==> config.mk <==
export PLATFORM = sky130hd
export DESIGN_NAME = mpt_tx_tracker
export DESIGN_NICKNAME = d
export VERILOG_FILES = /design/src/rtl/mpt_pkg.sv /design/src/rtl/mpt_pos_count.sv /design/src/rtl/mpt_hdr_track.sv /design/src/rtl/mpt_out_stage.sv /design/src/rtl/mpt_tx_tracker.sv
export SDC_FILE = /design/constraint.sdc
export NUM_CORES = 1
export LEC_CHECK = 0
export ABC_AREA = 1
export BUFFER_PORTS_ARGS = -buffer_cell sky130_fd_sc_hd__buf_4
export CAP_MARGIN = 20
export CORE_ASPECT_RATIO = 1.75
export CORE_UTILIZATION = 53
export CTS_CLUSTER_SIZE = 14
export DETAILED_ROUTE_END_ITERATION = 10
export PLACE_DENSITY = 0.72
export SYNTH_ARGS = -nofsm -noshare
export SYNTH_HDL_FRONTEND = slang
export SYNTH_HIERARCHICAL = 1
export SYNTH_SLANG_ARGS = --single-unit
==> constraint.sdc <==
create_clock -name clk_i -period 4.1 [get_ports clk_i]
set_input_delay 0.82 -clock clk_i [delete_from_list [all_inputs] [get_ports clk_i]]
set_output_delay 0.82 -clock clk_i [all_outputs]
set_load 0.03 [all_outputs]
==> src/rtl/mpt_pkg.sv <==
package mpt_pkg;
  typedef enum logic [1:0] {
    PH_LEN_HI = 2'd0,
    PH_LEN_LO = 2'd1,
    PH_BODY   = 2'd2
  } phase_e;

  localparam int unsigned PREFIX_BYTES = 2;
  localparam int unsigned MAX_PKT_BYTES = 2048;
  localparam int unsigned MAX_LEN = MAX_PKT_BYTES - PREFIX_BYTES;
endpackage

==> src/rtl/mpt_pos_count.sv <==
module mpt_pos_count #(
  parameter int unsigned DEPTH_W = 12
) (
  input  logic               clk_i,
  input  logic               rst_ni,
  input  logic               load_i,
  input  logic               adv_i,
  input  logic [DEPTH_W-1:0] depth_i,
  output logic [DEPTH_W-1:0] remain_o,
  output logic               last_o
);
  logic [DEPTH_W-1:0] cnt_q, depth_q;

  always_ff @(posedge clk_i or negedge rst_ni) begin
    if (!rst_ni) begin
      cnt_q   <= '0;
      depth_q <= '0;
    end else if (load_i) begin
      cnt_q   <= '0;
      depth_q <= depth_i;
    end else if (adv_i) begin
      cnt_q <= cnt_q + DEPTH_W'(1);
    end
  end

  // bytes left after the current one
  assign remain_o = depth_q - DEPTH_W'(1) - cnt_q;
  assign last_o   = (remain_o == '0);
endmodule

==> src/rtl/mpt_hdr_track.sv <==
module mpt_hdr_track
  import mpt_pkg::*;
#(
  parameter int unsigned DEPTH_W = 12,
  parameter int unsigned LEN_W   = 16
) (
  input  logic               clk_i,
  input  logic               rst_ni,
  input  logic               clear_i,
  input  logic               adv_i,
  input  logic [7:0]         byte_i,
  input  logic [DEPTH_W-1:0] remain_i,
  input  logic               err_i,
  output logic               sop_o,
  output logic               eop_o,
  output logic               bad_o
);
  localparam int unsigned CNT_W = $clog2(MAX_LEN + 1);

  phase_e           ph_q, ph_d;
  logic [7:0]       hi_q;
  logic [CNT_W-1:0] left_q, left_d;
  logic [LEN_W-1:0] len_w, rem_w;
  logic             len_big, len_over;
  logic             sop_raw, eop_raw, bad_raw;

  assign len_w    = {hi_q, byte_i};
  assign rem_w    = LEN_W'(remain_i);
  assign len_big  = len_w > LEN_W'(MAX_LEN);
  assign len_over = len_w > rem_w;

  always_comb begin
    sop_raw = 1'b0;
    eop_raw = 1'b0;
    bad_raw = 1'b0;
    ph_d    = ph_q;
    left_d  = left_q;
    unique case (ph_q)
      PH_LEN_HI: begin
        sop_raw = 1'b1;
        bad_raw = (remain_i == '0);
        ph_d    = PH_LEN_LO;
      end
      PH_LEN_LO: begin
        if (len_big || len_over) begin
          bad_raw = 1'b1;
          ph_d    = PH_LEN_HI;
        end else if (len_w == '0) begin
          eop_raw = 1'b1;
          ph_d    = PH_LEN_HI;
        end else begin
          left_d = CNT_W'(len_w);
          ph_d   = PH_BODY;
        end
      end
      PH_BODY: begin
        left_d = left_q - CNT_W'(1);
        if (left_q == CNT_W'(1)) begin
          eop_raw = 1'b1;
          ph_d    = PH_LEN_HI;
        end
      end
      default: ph_d = PH_LEN_HI;
    endcase
  end

  assign bad_o = adv_i && bad_raw;
  assign sop_o = adv_i && sop_raw && !bad_raw && !err_i;
  assign eop_o = adv_i && eop_raw && !bad_raw && !err_i;

  always_ff @(posedge clk_i or negedge rst_ni) begin
    if (!rst_ni) begin
      ph_q   <= PH_LEN_HI;
      hi_q   <= '0;
      left_q <= '0;
    end else if (clear_i) begin
      ph_q   <= PH_LEN_HI;
      left_q <= '0;
    end else if (adv_i) begin
      ph_q   <= ph_d;
      left_q <= left_d;
      if (ph_q == PH_LEN_HI) hi_q <= byte_i;
    end
  end
endmodule

==> src/rtl/mpt_out_stage.sv <==
module mpt_out_stage #(
  parameter int unsigned DATA_W = 8
) (
  input  logic              clk_i,
  input  logic              rst_ni,
  input  logic              valid_i,
  input  logic [DATA_W-1:0] data_i,
  input  logic              sop_i,
  input  logic              eop_i,
  input  logic              done_i,
  output logic              valid_o,
  output logic [DATA_W-1:0] data_o,
  output logic              sop_o,
  output logic              eop_o,
  output logic              done_o
);
  always_ff @(posedge clk_i or negedge rst_ni) begin
    if (!rst_ni) begin
      valid_o <= 1'b0;
      data_o  <= '0;
      sop_o   <= 1'b0;
      eop_o   <= 1'b0;
      done_o  <= 1'b0;
    end else begin
      valid_o <= valid_i;
      data_o  <= valid_i ? data_i : '0;
      sop_o   <= sop_i;
      eop_o   <= eop_i;
      done_o  <= done_i;
    end
  end
endmodule

==> src/rtl/mpt_tx_tracker.sv <==
module mpt_tx_tracker #(
  parameter int unsigned DEPTH_W = 12,
  parameter int unsigned LEN_W   = 16
) (
  input  logic               clk_i,
  input  logic               rst_ni,
  input  logic               start_i,
  input  logic               pkt_start_i,
  input  logic [DEPTH_W-1:0] depth_i,
  input  logic               in_valid_i,
  input  logic [7:0]         in_byte_i,
  output logic               out_valid_o,
  output logic [7:0]         out_byte_o,
  output logic               out_sop_o,
  output logic               out_eop_o,
  output logic               buf_done_o,
  output logic               fmt_err_o
);
  logic               active_q, err_q;
  logic               start_ok, accept;
  logic               last, sop, eop, bad;
  logic [DEPTH_W-1:0] remain;

  assign start_ok = pkt_start_i && (depth_i != '0);
  // start cycle drops any byte
  assign accept   = active_q && in_valid_i && !start_i;

  always_ff @(posedge clk_i or negedge rst_ni) begin
    if (!rst_ni) begin
      active_q <= 1'b0;
      err_q    <= 1'b0;
    end else if (start_i) begin
      active_q <= start_ok;
      err_q    <= !start_ok;
    end else begin
      if (accept && last) active_q <= 1'b0;
      if (bad) err_q <= 1'b1;
    end
  end

  mpt_pos_count #(.DEPTH_W(DEPTH_W)) u_pos (
    .clk_i    (clk_i),
    .rst_ni   (rst_ni),
    .load_i   (start_i),
    .adv_i    (accept),
    .depth_i  (depth_i),
    .remain_o (remain),
    .last_o   (last)
  );

  mpt_hdr_track #(.DEPTH_W(DEPTH_W), .LEN_W(LEN_W)) u_hdr (
    .clk_i    (clk_i),
    .rst_ni   (rst_ni),
    .clear_i  (start_i),
    .adv_i    (accept),
    .byte_i   (in_byte_i),
    .remain_i (remain),
    .err_i    (err_q),
    .sop_o    (sop),
    .eop_o    (eop),
    .bad_o    (bad)
  );

  mpt_out_stage #(.DATA_W(8)) u_out (
    .clk_i   (clk_i),
    .rst_ni  (rst_ni),
    .valid_i (accept),
    .data_i  (in_byte_i),
    .sop_i   (sop),
    .eop_i   (eop),
    .done_i  (accept && last),
    .valid_o (out_valid_o),
    .data_o  (out_byte_o),
    .sop_o   (out_sop_o),
    .eop_o   (out_eop_o),
    .done_o  (buf_done_o)
  );

  assign fmt_err_o = err_q;
endmodule

# == After elaboration in Yosys (flattened, before gate mapping) ==
# Cells that the tools add are included.
# classes
add_sub_neg,4
order_cmp,2
eq_ne,6
mux,25
bitwise_logic,1
n_reduce_logical,27
# ops
operator,count
$mux 11,4
$mux 12,2
$pmux 11 s2,1
$gt 16x11->1 const B,1
$gt 16x12->1,1
$logic_not 16->1,1
$add 12x1->12 const B,1
$logic_not 12->1,1
$reduce_bool 12->1,1
$sub 12x1->12 const B,1
$sub 12x12->12,1
$eq 11x1->1 const B,1
$logic_and 1x1->1,11
$sub 11x1->11 const B,1
$mux 2,5
$mux 1,9
$mux 8,1
$ne 3x3->1 const B,2
$pmux 2 s3,1
$reduce_bool 2->1,3
$logic_not 1->1,4
$pmux 1 s2,2
$reduce_and 4->1,1
$ne 3x2->1 const B,1
other kinds (8),8
# word_totals
reg_bits,59
in_bits,25
out_inout_bits,13
word_cells,77

# == Depth between registers and ports, before layout ==
# Gate-level depths: netlist (run 1).
# depth
depth_word,9
depth_mapped,25
mapped_depth_nobuf,24

# == Hierarchy ==
# The synthesis (run 1) kept the hierarchy.
# modules_own_cells
mod,instances,cells_per_inst,area_each_um2,seq_area_each_um2
mpt_hdr_track,1,253,1845.5,525.5
mpt_pos_count,1,268,1764.2,600.6
mpt_out_stage,1,29,365.4,300.3
mpt_tx_tracker,1,26,153.9,50.0

# == Worst setup path after synthesis (run 1) ==
# No wires, ideal clock.
# synth_path
path_kind,register to register
start,register u_pos.cnt_q[0]
end,register err_q (netlist: fmt_err_o)
setup_ns,0.126
arrival_time_ns,2.699
required_ns,3.974
setup_slack_ns,1.274
stages_incl_launch_ff,23
n_path_buf,0
synth_period_minus_slack_ns,2.826
cell_sequence,dfrtp_1 inv_1 ha_1 inv_1 fa_1 inv_1 nand2_1 nand3_1 nand2_1 nand3b_1 nand2_1 inv_1 inv_1 ha_1 nand2_1 nor3_2 nand3_1 nand2_2 nand2_4 nand2_1 a21oi_1 nor3_1 a21oi_2
# synth_between
elab_chain_cells,7
elab_cells_between_ends,8
classes_between,1 x add/sub; 1 x order compare; 2 x mux; 4 x reduce/logical
# synth_rtl
item,line,source
from (decl),mpt_pos_count.sv:12,"logic [DEPTH_W-1:0] cnt_q, depth_q;"
from (signal assigned),mpt_pos_count.sv:22,cnt_q <= cnt_q + DEPTH_W'(1);
$sub 12x12->12 (*),mpt_pos_count.sv:27,assign remain_o = depth_q - DEPTH_W'(1) - cnt_q;
via remain[10],mpt_tx_tracker.sv:22,logic [DEPTH_W-1:0] remain;
$gt 16x12->1,mpt_hdr_track.sv:30,assign len_over = len_w > rem_w;
$logic_or 1x1->1,mpt_hdr_track.sv:45,if (len_big || len_over) begin
$mux 1,mpt_hdr_track.sv:45,
$pmux 1 s2 (*),mpt_hdr_track.sv:38,unique case (ph_q)
$logic_and 1x1->1 (*),mpt_hdr_track.sv:67,assign bad_o = adv_i && bad_raw;
via bad,mpt_tx_tracker.sv:21,"logic last, sop, eop, bad;"
$reduce_bool 2->1 (no line) (*),-,
to (signal assigned),mpt_tx_tracker.sv:34,err_q <= !start_ok;
to (decl),mpt_tx_tracker.sv:19,"logic active_q, err_q;"
# The timed path passes the listed nets; every way through them passes the cells marked *.
# A chain may end at the register's enable or synchronous reset.

# == Worst setup path after layout (run 1) ==
# layout_path
start,register u_pos.cnt_q[2]
end,register err_q (netlist: fmt_err_o)
# The elaborated chain is that of the path after synthesis.

==> impl_summary.log, run 1 <==
INFO  metric postSynthAreaPerCell = 7.17 µm²
INFO  metric synthArstFlopShare = 100%
INFO  metric worstReg2RegStart = u_pos/cnt_q[2]
INFO  metric vdd.ir_drop.worst = 0.000450 V
INFO  metric total_negative_slack = 0 ns
INFO  metric cts_sinks = 59
INFO  metric final_cells = 707
INFO  metric globalRouteOverflowTotal = 0
INFO  metric initial_utilization = approximately 55%
INFO  metric grt_antenna_before_repair = 0
INFO  metric num-nets-final = 669
INFO  metric io_pins = 38
INFO  metric timing_max_transition_violations_final = 0
INFO  metric die_area = 8160 µm²
INFO  metric placement_rows = 42
INFO  metric synth_flop_cell = sky130_fd_sc_hd__dfrtp_1
INFO  metric cts_repair_resize_count = 0
INFO  metric arrival = around 3.4 ns
INFO  metric grt_max_degree = 60
INFO  metric fmax = 313 MHz
INFO  metric synth.yosys.warnings = 6
INFO  metric dpl.cell_count = a little under 700
INFO  metric finalSetupViolations = 0
INFO  metric drt-initial-drc-count = 279
INFO  metric die_y = 119 µm
INFO  metric hold_path_class = register to register
INFO  metric syn2layout_area_growth = 16.3%
INFO  metric viasPerCell = approximately 5.4
INFO  metric yosysUniqueCellTypes = 47
INFO  metric finalClockSkew = about 0.0067 ns
INFO  metric synth_commonest_cells = 166 x sky130_fd_sc_hd__nand2_1, 96 x sky130_fd_sc_hd__inv_1, 59 x sky130_fd_sc_hd__dfrtp_1
INFO  metric slew-limit-headroom = 51.0%
INFO  metric cp_max_fo = 6
INFO  metric crit_path_top_delay_cell = sky130_fd_sc_hd__ha_1
INFO  metric timing.critical_path.required = 4.32 ns
INFO  metric finalCoreUtilization = between 60% and 70%
INFO  metric cp-end-kind = register
INFO  metric clock_tree.htree_level_count = 3
INFO  metric synth_area_leaders = sky130_fd_sc_hd__dfrtp_1 36%, sky130_fd_sc_hd__nand2_1 15%, sky130_fd_sc_hd__ha_1 8.8%
INFO  metric diodes = 0
INFO  metric max_stage_delay = 0.40 ns
INFO  metric timing.critical_path.cells = inv_2 > ha_1 > nor2_1 > a21oi_1 > nand3_1 > nand4_1 > nand2_1 > inv_1 > inv_1 > ha_1 > a21oi_1 > o21ai_0 > nor2_1 > nand2_1 > nand2_2 > nand2_4 > nand2_1 > a21oi_1 > nor3_1 > a21oi_2
INFO  metric n_fill_cell = 690
INFO  metric drtAntennaViolNets = 0
INFO  metric result_of_the_run = finished clean
INFO  metric sequential_area_share_after_synthesis = 35.8%
INFO  metric synth_edf_count = 0
INFO  metric synth_nets = 631
INFO  metric path_delay_family = simple AND/OR/NAND/NOR gates
INFO  metric cts_hold_repair.buffers = 0
INFO  metric totalWireLength = 9930 µm
INFO  metric routedWlPerCell = 14.0 µm
INFO  metric logic_depth_of_the_worst_setup_path_including_buffers = 20
INFO  metric vias_in_the_first_global_route = around 3900
INFO  metric max_cap_viol_count = 0
INFO  metric power_density = around 450 nW/µm²
INFO  metric final.min_clock_period = 3.20 ns
INFO  metric num_vias = 3826
INFO  metric yosysMostFrequentCell = sky130_fd_sc_hd__nand2_1
INFO  metric synth_top_cell_area_share = 35.8%
INFO  metric synth.largest_area_cell = sky130_fd_sc_hd__dfrtp_1
INFO  metric clk_transition_reported_paths = 0.05 ns
INFO  metric finalCritPeriodShare = between 70% and 80%
INFO  metric global_route_wire_length_before_repair = 16600 µm
INFO  metric worst_hold_slack = approximately 0.49 ns
INFO  metric final_hold_viol_count = 0
INFO  metric crit_buf_inv = 3
INFO  metric clock_latency_on_the_worst_skew_pair = between 0.3 and 0.4 ns
INFO  metric worst_pin_slew = 0.735 ns
INFO  metric die_width = around 70 µm
INFO  metric core-area = approximately 7600 µm²
INFO  metric worst_hold_path.num_cells = 2
INFO  metric unrepaired_setup_endpoints_after_global_routing = false
INFO  metric cts_inserted_buffers = 9
INFO  metric timing.critical_path.from_type = register
INFO  metric drc = 0
INFO  metric dp_hpwl = 7420 µm
INFO  metric buffer_ports.inserted = 37
INFO  metric synth_area = a little over 4000 µm²
INFO  metric holdPathEnd = u_pos/depth_q[7]
INFO  metric p_leak = 2.65 nW
INFO  metric postCtsSetupBuffers = 0
INFO  metric flops_latches_synth = 59
INFO  metric r2r.worst_path.cells = 20
INFO  metric cts-root-to-sink-buffers = 2
INFO  metric r2r_setup_slack = 0.90 ns
INFO  metric cts-root-buf = sky130_fd_sc_hd__clkbuf_16
INFO  metric layout-drive-gt1-share = 13.2%
INFO  metric syn_inst = 576
INFO  metric cts_tree = built
INFO  metric hp_start = u_pos/depth_q[7]
INFO  metric first_pass_iters = 6
INFO  metric grt_use_total = ~28%
INFO  metric timing.rr.end = fmt_err_o
INFO  metric gp_routability_congestion = 0.828
INFO  metric critPathKind = register to register
==> worst max path at each step <==
stage	startpoint	end	slack (ns)
2_1_floorplan	u_pos/cnt_q[0]	fmt_err_o	1.27
3_3_place_gp	u_pos/cnt_q[0]	fmt_err_o	0.94
5_1_grt	u_pos/cnt_q[0]	fmt_err_o	0.66
6_report	u_pos/cnt_q[2]	fmt_err_o	0.90
3_5_place_dp	u_pos/cnt_q[0]	fmt_err_o	0.89
4_1_cts	u_pos/cnt_q[0]	fmt_err_o	0.90
==> power by group <==
part / internal [mW] / leakage [nW] / switching, mW
clock network: 0.654 / 0.174 / 0.263
logic: 0.195 / 1.71 / 0.337
registers: 0.647 / 0.769 / 0.0618
total: 1.50 / 2.65 / 0.662
==> final cells by class <==
| type | count | area (µm²) | share of cell area [%] |
|---|---|---|---|
| Multi-Input combinational cell | 405 | 2190 | 45.7 |
| Sequential cell | 59 | 1480 | 30.8 |
| Inverter | 101 | 379 | 7.90 |
| Timing Repair Buffer | 38 | 285 | 5.94 |
| Clock buffer | 11 | 233 | 4.85 |
| Clock inverter | 5 | 125 | 2.61 |
| Tap cell | 88 | 110 | 2.29 |
==> worst min-delay path, cell delays in order (launching register included) <==
cell and delay (ns):
sky130_fd_sc_hd__dfrtp_1 0.34, sky130_fd_sc_hd__nand2_1 0.06, sky130_fd_sc_hd__nand2_1 0.05
==> through the flow <==
step	instance area, µm²	setup WS, ns	total power, mW
floorplan	4130	1.27	1.09
global placement	4440	0.940	1.22
detailed placement	4440	0.892	1.24
CTS	4800	0.898	2.16
global route	4800	0.660	2.29
finish	4800	0.905	2.16
==> layer usage <==
metal | vias up | part of all wire (%) | wire length [µm] | global-route usage (%)
li1 | 1906 | - | - | -
met1 | 1760 | 36 | 3530 | 25.1
met2 | 110 | 54 | 5370 | 49.4
met3 | 50 | 3.6 | 360 | 6.56
met4 | 0 | 6.7 | 669 | 20.5
met5 | - | 0 | 0 | 0
==> placed cells by master, fill, tap and decap left out, drive strengths merged <==
master	n
clkinv	2
xnor2	2
dfrtp	59
a311oi	1
o221ai	1
nand4	11
nor2	59
o21a	1
nor3	8
fa	1
a21oi	26
o31ai	3
buf	38
inv	100
and2	1
a31oi	3
nor4	5
o21bai	2
nand3b	1
a211oi	4
nor3b	1
o211ai	1
clkbuf	11
ha	29
or2	1
nand2	176
mux2	5
xor2	4
o21ai	20
bufinv	4
a21o	1
nand3	38
==> state kept, by name (all words and copies together), names as in the netlist <==
register / flops
active_q: 1
fmt_err_o: 1
u_hdr/hi_q: 8
u_hdr/left_q: 11
u_hdr/ph_q: 2
u_out/data_o: 8
u_out/done_o: 1
u_out/eop_o: 1
u_out/sop_o: 1
u_out/valid_o: 1
u_pos/cnt_q: 12
u_pos/depth_q: 12
==> logic make-up (layout without fill, tap and decap cells) <==
logic type      count (synthesis)  in the layout  synth area share [%]
compound gates                 63             63                  9.00
mux                             5              5                  1.36
fa+ha+maj                      30             30                  9.27
flops                          59             59                  35.8
simple gates                  301            301                  32.1
xor+xnor                        6              6                  1.27
buf+inv                       112            155                  11.3
Power figures use the tool's default switching activity.
==> run 2, diff against run 1 <==
PLACE_DENSITY = 0.75   (was 0.72)
clock period = 2.9 ns   (was 4.1 ns; I/O delays follow)
==> run 2 against run 1 <==
  * The run now ends with setup timing left
  * Sequential share of layout area fell by 2.1 points
  * Final area rose by 7.5%
  * Global-route usage grew 1.3 points
  * Non-clock buffer count increased by 24
  * Maximum frequency up 8.5%
  * Clock-buffer cell count unchanged
  * Wire length increased by 6.5%
  * Via count is 4.0% higher
  * Register-to-register slack worse by 0.95 ns
  * Critical path depth increased by 4
  * Clock skew grew 0.00084 ns
  * Sequential power increased by 41%
  * Critical path type unchanged
  * Highest routed layer unchanged
==> impl_summary.log, run 2 (same netlist as run 1, synthesis figures left out) <==
INFO  metric result_of_the_run = complete, but fails checks (was finished clean)
INFO  metric failed_checks = setup timing
INFO  metric die_y = 119 µm (unchanged)
INFO  metric fmax = 339 MHz (was 313 MHz)
INFO  metric die_area = 8160 µm² (unchanged)
INFO  metric max_stage_delay = 0.37 ns (was 0.40 ns)
INFO  metric num-nets-final = 695 (was 669)
INFO  metric global_route_wire_length_before_repair = 17400 µm (was 16600 µm)
INFO  metric clock_tree.htree_level_count = 3 (unchanged)
INFO  metric finalSetupViolations = 12 (was 0)
INFO  metric timing.critical_path.cells = inv_1 > ha_2 > nand2_2 > inv_1 > nand2_1 > nand3_2 > buf_4 > nand2_1 > nand2_2 > inv_1 > inv_1 > ha_1 > nand2_2 > nor2_2 > nand2_1 > nand2_1 > nand2_1 > nand2_1 > nand2_2 > nand2_4 > nand3_4 > nand2_8 > nand2_1 > nand2_1 (was inv_2 > ha_1 > nor2_1 > a21oi_1 > nand3_1 > nand4_1 > nand2_1 > inv_1 > inv_1 > ha_1 > a21oi_1 > o21ai_0 > nor2_1 > nand2_1 > nand2_2 > nand2_4 > nand2_1 > a21oi_1 > nor3_1 > a21oi_2)
INFO  metric cts_hold_repair.buffers = 0 (unchanged)
INFO  metric met3_global_route_usage = 8.11% (was 6.56%)
INFO  metric vias_in_the_first_global_route = 3989 (was 3869)
INFO  metric globalRouteOverflowTotal = 0 (unchanged)
INFO  metric placement_rows = 42 (unchanged)
INFO  metric r2r.worst_path.cells = 24 (was 20)
INFO  metric gp_routability_congestion = 0.883 (was 0.828)
INFO  metric total_negative_slack = -0.400 ns (was 0 ns)
INFO  metric slew-limit-headroom = 51.5% (was 51.0%)
INFO  metric totalWireLength = 10600 µm (was 9930 µm)
INFO  metric dp_hpwl = 7530 µm (was 7420 µm)
INFO  metric final.min_clock_period = 2.95 ns (was 3.20 ns)
INFO  metric finalClockSkew = 0.00757 ns (was 0.00674 ns)
INFO  metric mostFrequentLayoutCell = sky130_fd_sc_hd__nand2_1 (unchanged)
INFO  metric routedWlPerCell = 14.4 µm (was 14.0 µm)
INFO  metric timing.critical_path.required = 3.17 ns (was 4.32 ns)
INFO  metric placed_area = 4580 µm² (was 4440 µm²)
INFO  metric cts_inserted_buffers = 9 (unchanged)
INFO  metric cts-root-to-sink-buffers = 2 (unchanged)
INFO  metric detailedPlace.worstSlack = -0.258 ns (was 0.892 ns)
INFO  metric max_cap_viol_count = 0 (unchanged)
INFO  metric clock_latency_on_the_worst_skew_pair = 0.33 ns (about the same)
INFO  metric critPathKind = register to register (unchanged)
INFO  metric viasPerCell = 5.43 (was 5.41)
INFO  metric final_hold_viol_count = 0 (unchanged)
INFO  metric first_pass_iters = 4 (was 6)
INFO  metric cp-end-kind = register (unchanged)
INFO  metric vdd.ir_drop.worst = 0.000377 V (was 0.000450 V)
INFO  metric power_density = 563 nW/µm² (was 449 nW/µm²)
INFO  metric num_vias = 3980 (was 3826)
INFO  metric crit_path_top_delay_cell = sky130_fd_sc_hd__dfrtp_1 (was sky130_fd_sc_hd__ha_1)
INFO  metric finalCoreUtilization = 68.2% (was 63.4%)
INFO  metric core-area = 7570 µm² (unchanged)
INFO  metric cts_tree = built (unchanged)
INFO  metric met1_usage = 27.5% (was 25.1%)
INFO  metric cp_max_fo = 7 (was 6)
INFO  metric hold_path_class = input pin to async pin (was register to register)
INFO  metric grt_antenna_before_repair = 0 (unchanged)
INFO  metric unrepaired_setup_endpoints_after_global_routing = true (was false)
INFO  metric syn2layout_area_growth = 25.0% (was 16.3%)
INFO  metric dpl.cell_count = 708 (was 691)
INFO  metric design_area = 5160 µm² (was 4800 µm²)
INFO  metric globalRouteMet2Util = 50.6% (was 49.4%)
INFO  metric cts-root-buf = sky130_fd_sc_hd__clkbuf_16 (unchanged)
INFO  metric final_cells = 733 (was 707)
INFO  metric critical_path.most_common_cell = sky130_fd_sc_hd__nand2_1
INFO  metric io_pins = 38 (unchanged)
INFO  metric final.setup.worst_slack = -0.0456 ns (was 0.905 ns)
INFO  metric clk_transition_reported_paths = 0.05 ns (about the same)
INFO  metric layout-drive-gt1-share = 24.3% (was 13.2%)
INFO  metric finalCritPeriodShare = 102% (was 77.9%)
INFO  metric timing.critical_path.from_type = register (unchanged)
INFO  metric drtAntennaViolNets = 0 (unchanged)
INFO  metric drt-initial-drc-count = 295 (was 279)
INFO  metric cts_sinks = 59 (unchanged)
INFO  metric die_width = 68.7 µm (unchanged)
INFO  metric final_cell_mix = 150 x sky130_fd_sc_hd__nand2_1, 91 x sky130_fd_sc_hd__inv_1, 61 x sky130_fd_sc_hd__buf_4 (was 166 x sky130_fd_sc_hd__nand2_1, 96 x sky130_fd_sc_hd__inv_1, 59 x sky130_fd_sc_hd__dfrtp_1)
INFO  metric arrival = 3.21 ns (was 3.41 ns)
INFO  metric initial_utilization = 54.6% (unchanged)
INFO  metric grt_max_degree = 60 (unchanged)
INFO  metric globalRoute.busiestLayer = met2 (unchanged)
INFO  metric buffer_ports.inserted = 37 (unchanged)
INFO  metric drc = 0 (unchanged)
INFO  metric layout_top_registers = u_pos/cnt_q: 12 flops, u_pos/depth_q: 12 flops, u_hdr/left_q: 11 flops (unchanged)
INFO  metric grt_use_total = 28.9% (was 27.7%)
INFO  metric diodes = 0 (unchanged)
INFO  metric worst_pin_slew = 0.728 ns (was 0.735 ns)
INFO  metric timing_max_transition_violations_final = 0 (unchanged)
INFO  metric p_leak = 2.78 nW (was 2.65 nW)
run 2: cell count changes in the layout (fill, tap and decap cells not counted), sizes merged:
cell      before  now
bufinv         4    0
buf           38   62
clkinv         2    5
nand3         38   39
clkinvlp       0    1
nand2        176  177
run 2: critical path, delay by kind of cell (launching register included):
kind          cells  cell delay (ns)
flops             1             0.37
buf+inv           5             0.40
simple gates     17             1.49
fa+ha+maj         2             0.61
run 2: routing by layer:
metal | vias up | routed length [µm]
met2 | 114 | 5720
met1 | 1861 | 3730
met3 | 47 | 424
li1 | 1958 | -
met4 | 0 | 704
met5 | - | 0
run 2: power breakdown:
| part | leakage [nW] | switching, mW | total [mW] | internal (mW) |
|---|---|---|---|---|
| clock network | 0.141 | 0.366 | 0.982 | 0.616 |
| logic | 1.87 | 0.556 | 0.918 | 0.362 |
| registers | 0.768 | 0.0899 | 1.00 | 0.915 |
| total | 2.78 | 1.01 | 2.90 | 1.89 |
run 2: through the flow:
step	total power [mW]	hold slack, ns
6_report	2.90	0.306
5_1_grt	3.09	0.370
4_1_cts	2.81	0.338
3_5_place_dp	1.78	0.471
3_3_place_gp	1.76	0.465
2_1_floorplan	1.55	0.284
run 2: path summary, 6_finish.rpt:
| check | start | end | slack (ns) |
|---|---|---|---|
| max | u_pos/cnt_q[5] | u_hdr/left_q[6] | -0.05 |
| min | rst_ni | u_out/data_o[1] | 0.31 |
| min in group clk_i | depth_i[3] | u_pos/depth_q[3] | 0.45 |
| max reg2reg | u_pos/cnt_q[5] | u_hdr/left_q[6] | -0.05 |
| min reg2reg | u_pos/depth_q[10] | u_pos/depth_q[10] | 0.48 |
| max in group asynchronous | rst_ni | u_pos/cnt_q[1] | 2.08 |
run 2: repair_timing:
action | 4_1_cts | 5_1_grt
buffers inserted | 1 | 6
cloned | 2 | 0
setup endpoints to repair | 15 | 15
resized for setup | 16 | 39
pin swaps | 5 | 16
run 2: layout make-up:
cell class	instances	area, µm²
Multi-Input combinational cell	407	2440
Fill cell	642	2410
Sequential cell	59	1480
Timing Repair Buffer	62	478
Inverter	101	379
Clock buffer	11	253
Tap cell	88	110
Clock inverter	5	27.5
